$ cat src/rtl/wtr_pkg.sv
package wtr_pkg;
  typedef enum logic [2:0] {
    ST_IDLE,
    ST_ADDR,
    ST_AACK,
    ST_DATA,
    ST_DACK,
    ST_SKIP
  } wtr_state_t;
endpackage

$ cat src/rtl/wtr_line_sync.sv
module wtr_line_sync #(
  parameter int STAGES = 2
) (
  input  logic clk,
  input  logic rst,
  input  logic scl_in,
  input  logic sda_in,
  output logic scl_rise,
  output logic scl_fall,
  output logic start_det,
  output logic stop_det,
  output logic sda_lvl
);
  logic [STAGES-1:0] scl_p, sda_p;
  logic scl_s, sda_s, scl_q, sda_q;

  generate
    if (STAGES == 1) begin : g_single
      always_ff @(posedge clk) begin
        if (rst) begin
          scl_p <= '1;
          sda_p <= '1;
        end else begin
          scl_p <= scl_in;
          sda_p <= sda_in;
        end
      end
    end else begin : g_chain
      always_ff @(posedge clk) begin
        if (rst) begin
          scl_p <= '1;
          sda_p <= '1;
        end else begin
          scl_p <= {scl_p[STAGES-2:0], scl_in};
          sda_p <= {sda_p[STAGES-2:0], sda_in};
        end
      end
    end
  endgenerate

  assign scl_s = scl_p[STAGES-1];
  assign sda_s = sda_p[STAGES-1];

  always_ff @(posedge clk) begin
    if (rst) begin
      scl_q <= 1'b1;
      sda_q <= 1'b1;
    end else begin
      scl_q <= scl_s;
      sda_q <= sda_s;
    end
  end

  assign scl_rise  = scl_s & ~scl_q;
  assign scl_fall  = ~scl_s & scl_q;
  assign start_det = scl_s & scl_q & sda_q & ~sda_s;
  assign stop_det  = scl_s & scl_q & ~sda_q & sda_s;
  assign sda_lvl   = sda_s;
endmodule

$ cat src/rtl/wtr_bit_shift.sv
module wtr_bit_shift #(
  parameter int W = 8
) (
  input  logic         clk,
  input  logic         rst,
  input  logic         clr,
  input  logic         shift_en,
  input  logic         sample,
  input  logic         bit_in,
  output logic [W-1:0] word,
  output logic         full
);
  localparam int CW = $clog2(W + 1);
  logic [CW-1:0] cnt;

  assign full = (cnt == CW'(W));

  always_ff @(posedge clk) begin
    if (rst) begin
      cnt  <= '0;
      word <= '0;
    end else if (clr) begin
      cnt <= '0;
    end else if (shift_en && sample && !full) begin
      word <= {word[W-2:0], bit_in};
      cnt  <= cnt + 1'b1;
    end
  end
endmodule

$ cat src/rtl/wtr_addr_match.sv
module wtr_addr_match #(
  parameter int AW = 7
) (
  input  logic [AW-1:0] addr,
  input  logic [AW-1:0] own_addr,
  input  logic          rw,
  input  logic          gc_en,
  output logic          own_hit,
  output logic          gc_hit
);
  localparam int RSV_W = 4;
  logic rsv, zero;

  assign rsv     = &addr[AW-1:AW-RSV_W];
  assign zero    = (addr == '0);
  assign own_hit = (addr == own_addr) && !rsv && !zero;
  assign gc_hit  = gc_en && zero && !rw;
endmodule

$ cat src/rtl/wire_target_rx.sv
module wire_target_rx
  import wtr_pkg::*;
#(
  parameter  int ADDR_W      = 7,
  parameter  int SYNC_STAGES = 2,
  localparam int BYTE_W      = ADDR_W + 1
) (
  input  logic              clk,
  input  logic              rst,
  input  logic              scl_in,
  input  logic              sda_in,
  input  logic [ADDR_W-1:0] own_addr,
  input  logic              gc_enable,
  input  logic              busy,
  output logic              sda_pull,
  output logic [BYTE_W-1:0] rx_data,
  output logic              rx_valid,
  output logic              addressed,
  output logic              addressed_gc
);
  wtr_state_t st;
  logic scl_rise, scl_fall, start_det, stop_det, sda_lvl;
  logic [BYTE_W-1:0] frame_word;
  logic frame_full, frame_clr, frame_en;
  logic own_hit, gc_hit, accept, rw_q;

  wtr_line_sync #(.STAGES(SYNC_STAGES)) u_sync (
    .clk(clk), .rst(rst), .scl_in(scl_in), .sda_in(sda_in),
    .scl_rise(scl_rise), .scl_fall(scl_fall),
    .start_det(start_det), .stop_det(stop_det), .sda_lvl(sda_lvl)
  );

  assign frame_clr = start_det || (scl_fall && (st == ST_AACK || st == ST_DACK));
  assign frame_en  = (st == ST_ADDR) || (st == ST_DATA);

  wtr_bit_shift #(.W(BYTE_W)) u_shift (
    .clk(clk), .rst(rst), .clr(frame_clr), .shift_en(frame_en),
    .sample(scl_rise), .bit_in(sda_lvl), .word(frame_word), .full(frame_full)
  );

  wtr_addr_match #(.AW(ADDR_W)) u_match (
    .addr(frame_word[BYTE_W-1:1]), .own_addr(own_addr), .rw(frame_word[0]),
    .gc_en(gc_enable), .own_hit(own_hit), .gc_hit(gc_hit)
  );

  assign accept = (own_hit || gc_hit) && !busy;

  always_ff @(posedge clk) begin
    if (rst) begin
      st           <= ST_IDLE;
      sda_pull     <= 1'b0;
      rx_data      <= '0;
      rx_valid     <= 1'b0;
      addressed    <= 1'b0;
      addressed_gc <= 1'b0;
      rw_q         <= 1'b0;
    end else begin
      rx_valid <= 1'b0;
      if (start_det) begin
        st           <= ST_ADDR;
        sda_pull     <= 1'b0;
        addressed    <= 1'b0;
        addressed_gc <= 1'b0;
      end else if (stop_det) begin
        st           <= ST_IDLE;
        sda_pull     <= 1'b0;
        addressed    <= 1'b0;
        addressed_gc <= 1'b0;
      end else begin
        case (st)
          ST_ADDR: if (scl_fall && frame_full) begin
            if (accept) begin
              sda_pull     <= 1'b1;
              addressed    <= 1'b1;
              addressed_gc <= gc_hit;
              rw_q         <= frame_word[0];
              st           <= ST_AACK;
            end else begin
              st <= ST_SKIP;
            end
          end
          ST_AACK: if (scl_fall) begin
            sda_pull <= 1'b0;
            st       <= rw_q ? ST_SKIP : ST_DATA;
          end
          ST_DATA: if (scl_fall && frame_full) begin
            if (!busy) begin
              sda_pull <= 1'b1;
              rx_data  <= frame_word;
              rx_valid <= 1'b1;
              st       <= ST_DACK;
            end else begin
              st <= ST_SKIP;
            end
          end
          ST_DACK: if (scl_fall) begin
            sda_pull <= 1'b0;
            st       <= ST_DATA;
          end
          default: ;
        endcase
      end
    end
  end

  assert_pull_in_ack_R3: assert property (@(posedge clk) disable iff (rst)
    sda_pull |-> (st == ST_AACK || st == ST_DACK));
  assert_start_release_R1: assert property (@(posedge clk) disable iff (rst)
    start_det |=> (!sda_pull && !addressed && st == ST_ADDR));
  assert_stop_idle_R11: assert property (@(posedge clk) disable iff (rst)
    stop_det |=> (!sda_pull && !addressed && !addressed_gc && st == ST_IDLE));
  assert_valid_single_R7: assert property (@(posedge clk) disable iff (rst)
    rx_valid |=> !rx_valid);
  assert_gc_flag_R10: assert property (@(posedge clk) disable iff (rst)
    addressed_gc |-> addressed);
  assert_busy_nack_R6: assert property (@(posedge clk) disable iff (rst)
    (busy && scl_fall && frame_full && (st == ST_ADDR || st == ST_DATA)) |=> !sda_pull);
  assert_gc_read_refused_R5: assert property (@(posedge clk) disable iff (rst)
    (st == ST_ADDR && scl_fall && frame_full &&
     frame_word[BYTE_W-1:1] == '0 && frame_word[0]) |=> !sda_pull);
  assert_skip_quiet_R9: assert property (@(posedge clk) disable iff (rst)
    (st == ST_SKIP) |-> (!sda_pull && !rx_valid));
endmodule

$ cat config.mk
export PLATFORM = sky130hd
export DESIGN_NAME = wire_target_rx
export DESIGN_NICKNAME = d
export VERILOG_FILES = /design/src/rtl/wtr_pkg.sv /design/src/rtl/wtr_line_sync.sv /design/src/rtl/wtr_bit_shift.sv /design/src/rtl/wtr_addr_match.sv /design/src/rtl/wire_target_rx.sv
export SDC_FILE = /design/constraint.sdc
export NUM_CORES = 1
export LEC_CHECK = 0
export BUFFER_PORTS_ARGS = -buffer_cell sky130_fd_sc_hd__buf_2
export CORE_MARGIN = 4
export CORE_UTILIZATION = 55
export DETAILED_ROUTE_END_ITERATION = 8
export PLACE_DENSITY = 0.78
export SLEW_MARGIN = 10
export SYNTH_ARGS = -nofsm -noshare
export SYNTH_HDL_FRONTEND = slang
export SYNTH_SLANG_ARGS = --single-unit
$ cat constraint.sdc
create_clock -name clk -period 2.3 [get_ports clk]
set_clock_uncertainty 0.15 [all_clocks]
set_input_delay 0.115 -clock clk [delete_from_list [all_inputs] [get_ports clk]]
set_output_delay 0.115 -clock clk [all_outputs]
set_load 0.005 [all_outputs]
==> impl_metrics.py <==
metrics = {
    "outcome": {
        "outcome": "finished, final reports clean",
    },
    "yosys": {
        "synth_seq_area_share_pct": 43.17,
        "synth-seq-cells": 34,
        "synth.area.top_cells": "sky130_fd_sc_hd__dfxtp_1, sky130_fd_sc_hd__mux2i_1, sky130_fd_sc_hd__nor2_1",
        "synth-edff-count": 0,
        "synth.largest_area_cell": "sky130_fd_sc_hd__dfxtp_1",
        "post-synth-top-area-fraction_pct": 43.17,
        "yosys.cell_types.count": 42,
        "synthArstFlopShare_pct": 0,
        "synth_top_flop_cell": "sky130_fd_sc_hd__dfxtp_1",
        "mappedNetlistNets": 187,
        "postSynthAreaPerCell_um2": 9.166,
        "syn-cell-area_mm2": 0.001577,
        "synth_warnings": 0,
        "netlist_instances": 172,
    },
    "sta": {
        "achievable-frequency_mhz": 474.4,
        "slew_headroom_pct": 65.47,
        "final_max_slew_viol_count": 0,
        "max_slew.worst_pin.slew_ns": 0.5155,
        "unrepaired_setup_endpoints_after_global_routing": "no",
        "layout_min_cycle_time_ns": 2.108,
        "finalSetupViolCount": 0,
        "final_min_period_over_clock_period_pct": 91.64,
        "timing_hold_violations_final": 0,
        "final.setup.tns_ns": 0,
    },
    "cells_and_area": {
        "fillCellCount": 219,
        "design.final.nets": 217,
        "drive_above_1_share_pct": 23.15,
        "num_antenna_cells": 0,
        "area.growth.synth_to_final_pct": 16.35,
    },
    "drt": {
        "top_layer_used": "met4",
        "met1_length_um": 1400,
        "detailedRoute.firstPassIterationCount": 4,
        "drt_iter0_drc": 90,
        "met3_wirelength_um": 148,
        "route.detailed.drc": 0,
        "routedWlPerCell_um": 13.86,
        "wl_met2_um": 1631,
        "routed_wirelength_um": 3244,
        "vias_per_cell": 5.560,
        "antenna_left": 0,
        "num_vias": 1301,
    },
    "worst_setup_path": {
        "worst_setup_path_start_kind": "register",
        "critPathKind": "reg2reg",
        "crit_required_ns": 2.36,
        "cp.arrival_ns": 2.17,
        "worstRegToRegCells": 8,
        "worstSetupEndpointType": "register",
        "worst-path-max-fanout": 9,
    },
    "cts": {
        "cts_buffers": 5,
        "clock_sinks": 34,
        "cts_max_level": 2,
        "path_clk_slew_ns": 0.11,
        "clock_latency_ns": 0.34,
        "post_cts_resized": 0,
        "cts_tree": "done",
        "ctsLongestPathBuffers": 2,
        "root_buffer_cell": "sky130_fd_sc_hd__clkbuf_4",
    },
    "run": {
        "max_cap_viol_count": 0,
    },
    "power": {
        "p_total_mw": 1.095,
        "power-per-cell-area_mw_per_mm2": 597.2,
        "ir_worst_vdd_mv": 0.7508,
        "p_leak_nw": 0.8689,
    },
    "floorplan": {
        "dieHeight_um": 61.54,
        "io_pins": 25,
        "dieArea_mm2": 0.003787,
        "core.rowCount": 19,
        "area_of_the_core_mm2": 0.002758,
        "initial_utilization_pct": 57.17,
        "die-width_um": 61.54,
    },
    "global_route": {
        "grt_first_pass_wirelength_um": 5209,
        "maximum_number_of_pins_on_one_net_before_global_route_repair": 28,
        "grt_usage_pct": 18.93,
        "globalRoute.totalOverflow": 0,
        "grt_antenna_before_repair": 0,
        "grt_pass1_vias": 1256,
    },
    "worst_hold_path": {
        "min_delay_path_depth": 2,
        "min-delay-path-class": "in2reg",
    },
    "placed_design": {
        "io_buffer_count": 24,
        "gp_congestion": 0.8987,
        "hpwl_um": 2349,
    },
}
-- sequential cells by signal, summed over array words and instances (netlist names), 2 cells and up --
register      count
u_shift.word      8
st                3
u_shift.cnt       4
u_sync.scl_p      2
rx_data           8
u_sync.sda_p      2
-- logic make-up (layout without fill, tap and decap cells) --
| family | Yosys count | after routing | synth area share [%] |
|---|---|---|---|
| muxes | 16 | 16 | 10.16 |
| AOI/OAI and AO/OA | 29 | 29 | 11.75 |
| and+or+nand+nor | 69 | 69 | 24.29 |
| buffers and inverters | 12 | 43 | 3.492 |
| DFF | 34 | 34 | 43.17 |
| xor gates and xnor gates | 10 | 10 | 5.556 |
| adders and majority gates | 2 | 2 | 1.587 |
-- routing by layer --
metal | global-route usage [%] | vias up
met1 | 22.32 | 608
met4 | 10.30 | 0
li1 | - | 651
met2 | 30.19 | 34
met5 | 0 | -
met3 | 6.289 | 8
-- what timing repair did --
action                                  in CTS  in global routing
endpoints found under the hold margin        3                  0
endpoints found under the setup margin       0                  0
buffers inserted                             0                  0
hold buffers                                 3                  0
-- cells in the final DEF, fill, tap and decap left out, drive strengths merged, types with 3 or more instances in the layout --
cell         instances
dfxtp               34
nor2                27
buf                 27
mux2i               16
a21oi                8
xor2                 8
or2                  7
o21ai                7
nor2b                6
inv                  5
clkbuf               5
nand2                5
nand2b               4
nor4                 3
dlygate4sd3          3
-- Yosys cell counts (all sizes together), types with 2 or more instances --
library cell  instances
a21oi                 8
nand2b                4
nor2b                 6
dfxtp                34
inv                   5
ha                    2
nor2                 27
nor4                  3
o21ai                 7
nand2                 5
buf                   3
a31oi                 2
nor3                  2
clkbuf                4
mux2i                16
o21a                  2
nor3b                 2
xnor2                 2
and2                  2
or3                   2
xor2                  8
a211oi                2
nand3                 2
or2                   7
-- critical path, stage by stage, from the launching register on --
cell and delay [ns]:
sky130_fd_sc_hd__dfxtp_1 0.36, sky130_fd_sc_hd__inv_1 0.07, sky130_fd_sc_hd__ha_1 0.15, sky130_fd_sc_hd__and3b_2 0.23, sky130_fd_sc_hd__nand2_4 0.07, sky130_fd_sc_hd__or4b_1 0.51, sky130_fd_sc_hd__buf_4 0.20, sky130_fd_sc_hd__mux2i_1 0.17
sky130_fd_sc_hd__nor2_1 0.06
-- area by class of cell --
cell class | count | area (µm²) | area share, %
multi-input cells | 126 | 840.8 | 45.84
flip-flops and latches | 34 | 680.7 | 37.11
repair buffers | 30 | 172.7 | 9.413
clock inverters | 3 | 45.04 | 2.456
well taps | 31 | 38.79 | 2.115
clock buffers | 5 | 37.54 | 2.046
inverters | 5 | 18.77 | 1.023
-- path summary, 6_finish.rpt --
check	startpoint	end	slack, ns
hold / removal	rst	u_shift.word[5]	0.02
hold reg to reg	u_sync.scl_p[0]	u_sync.scl_p[1]	0.27
setup / recovery	u_shift.cnt[0]	rx_data[0]	0.19
setup reg to reg	u_shift.cnt[0]	rx_data[0]	0.19
-- through the flow --
stage	area (µm²)	utilization [%]	worst slack [ns]	hold WS [ns]	instances
detailed placement	1722	62.43	0.2309	0.1525	223
global placement	1722	62.43	0.2936	0.1486	223
finish	1834	66.52	0.1922	0.02454	234
global route	1834	66.52	0.06994	0.02404	234
floorplan	1577	-	0.3550	0.06881	172
CTS	1834	66.52	0.1853	0.008764	234
-- where the power goes --
group	internal [mW]	total (mW)	switching, mW	leakage [nW]
combinational	0.0297	0.0606	0.0309	0.556
clock	0.228	0.437	0.209	0.0374
sequential	0.594	0.598	0.00399	0.275
No activity file was read; power rests on OpenSTA's default activity.
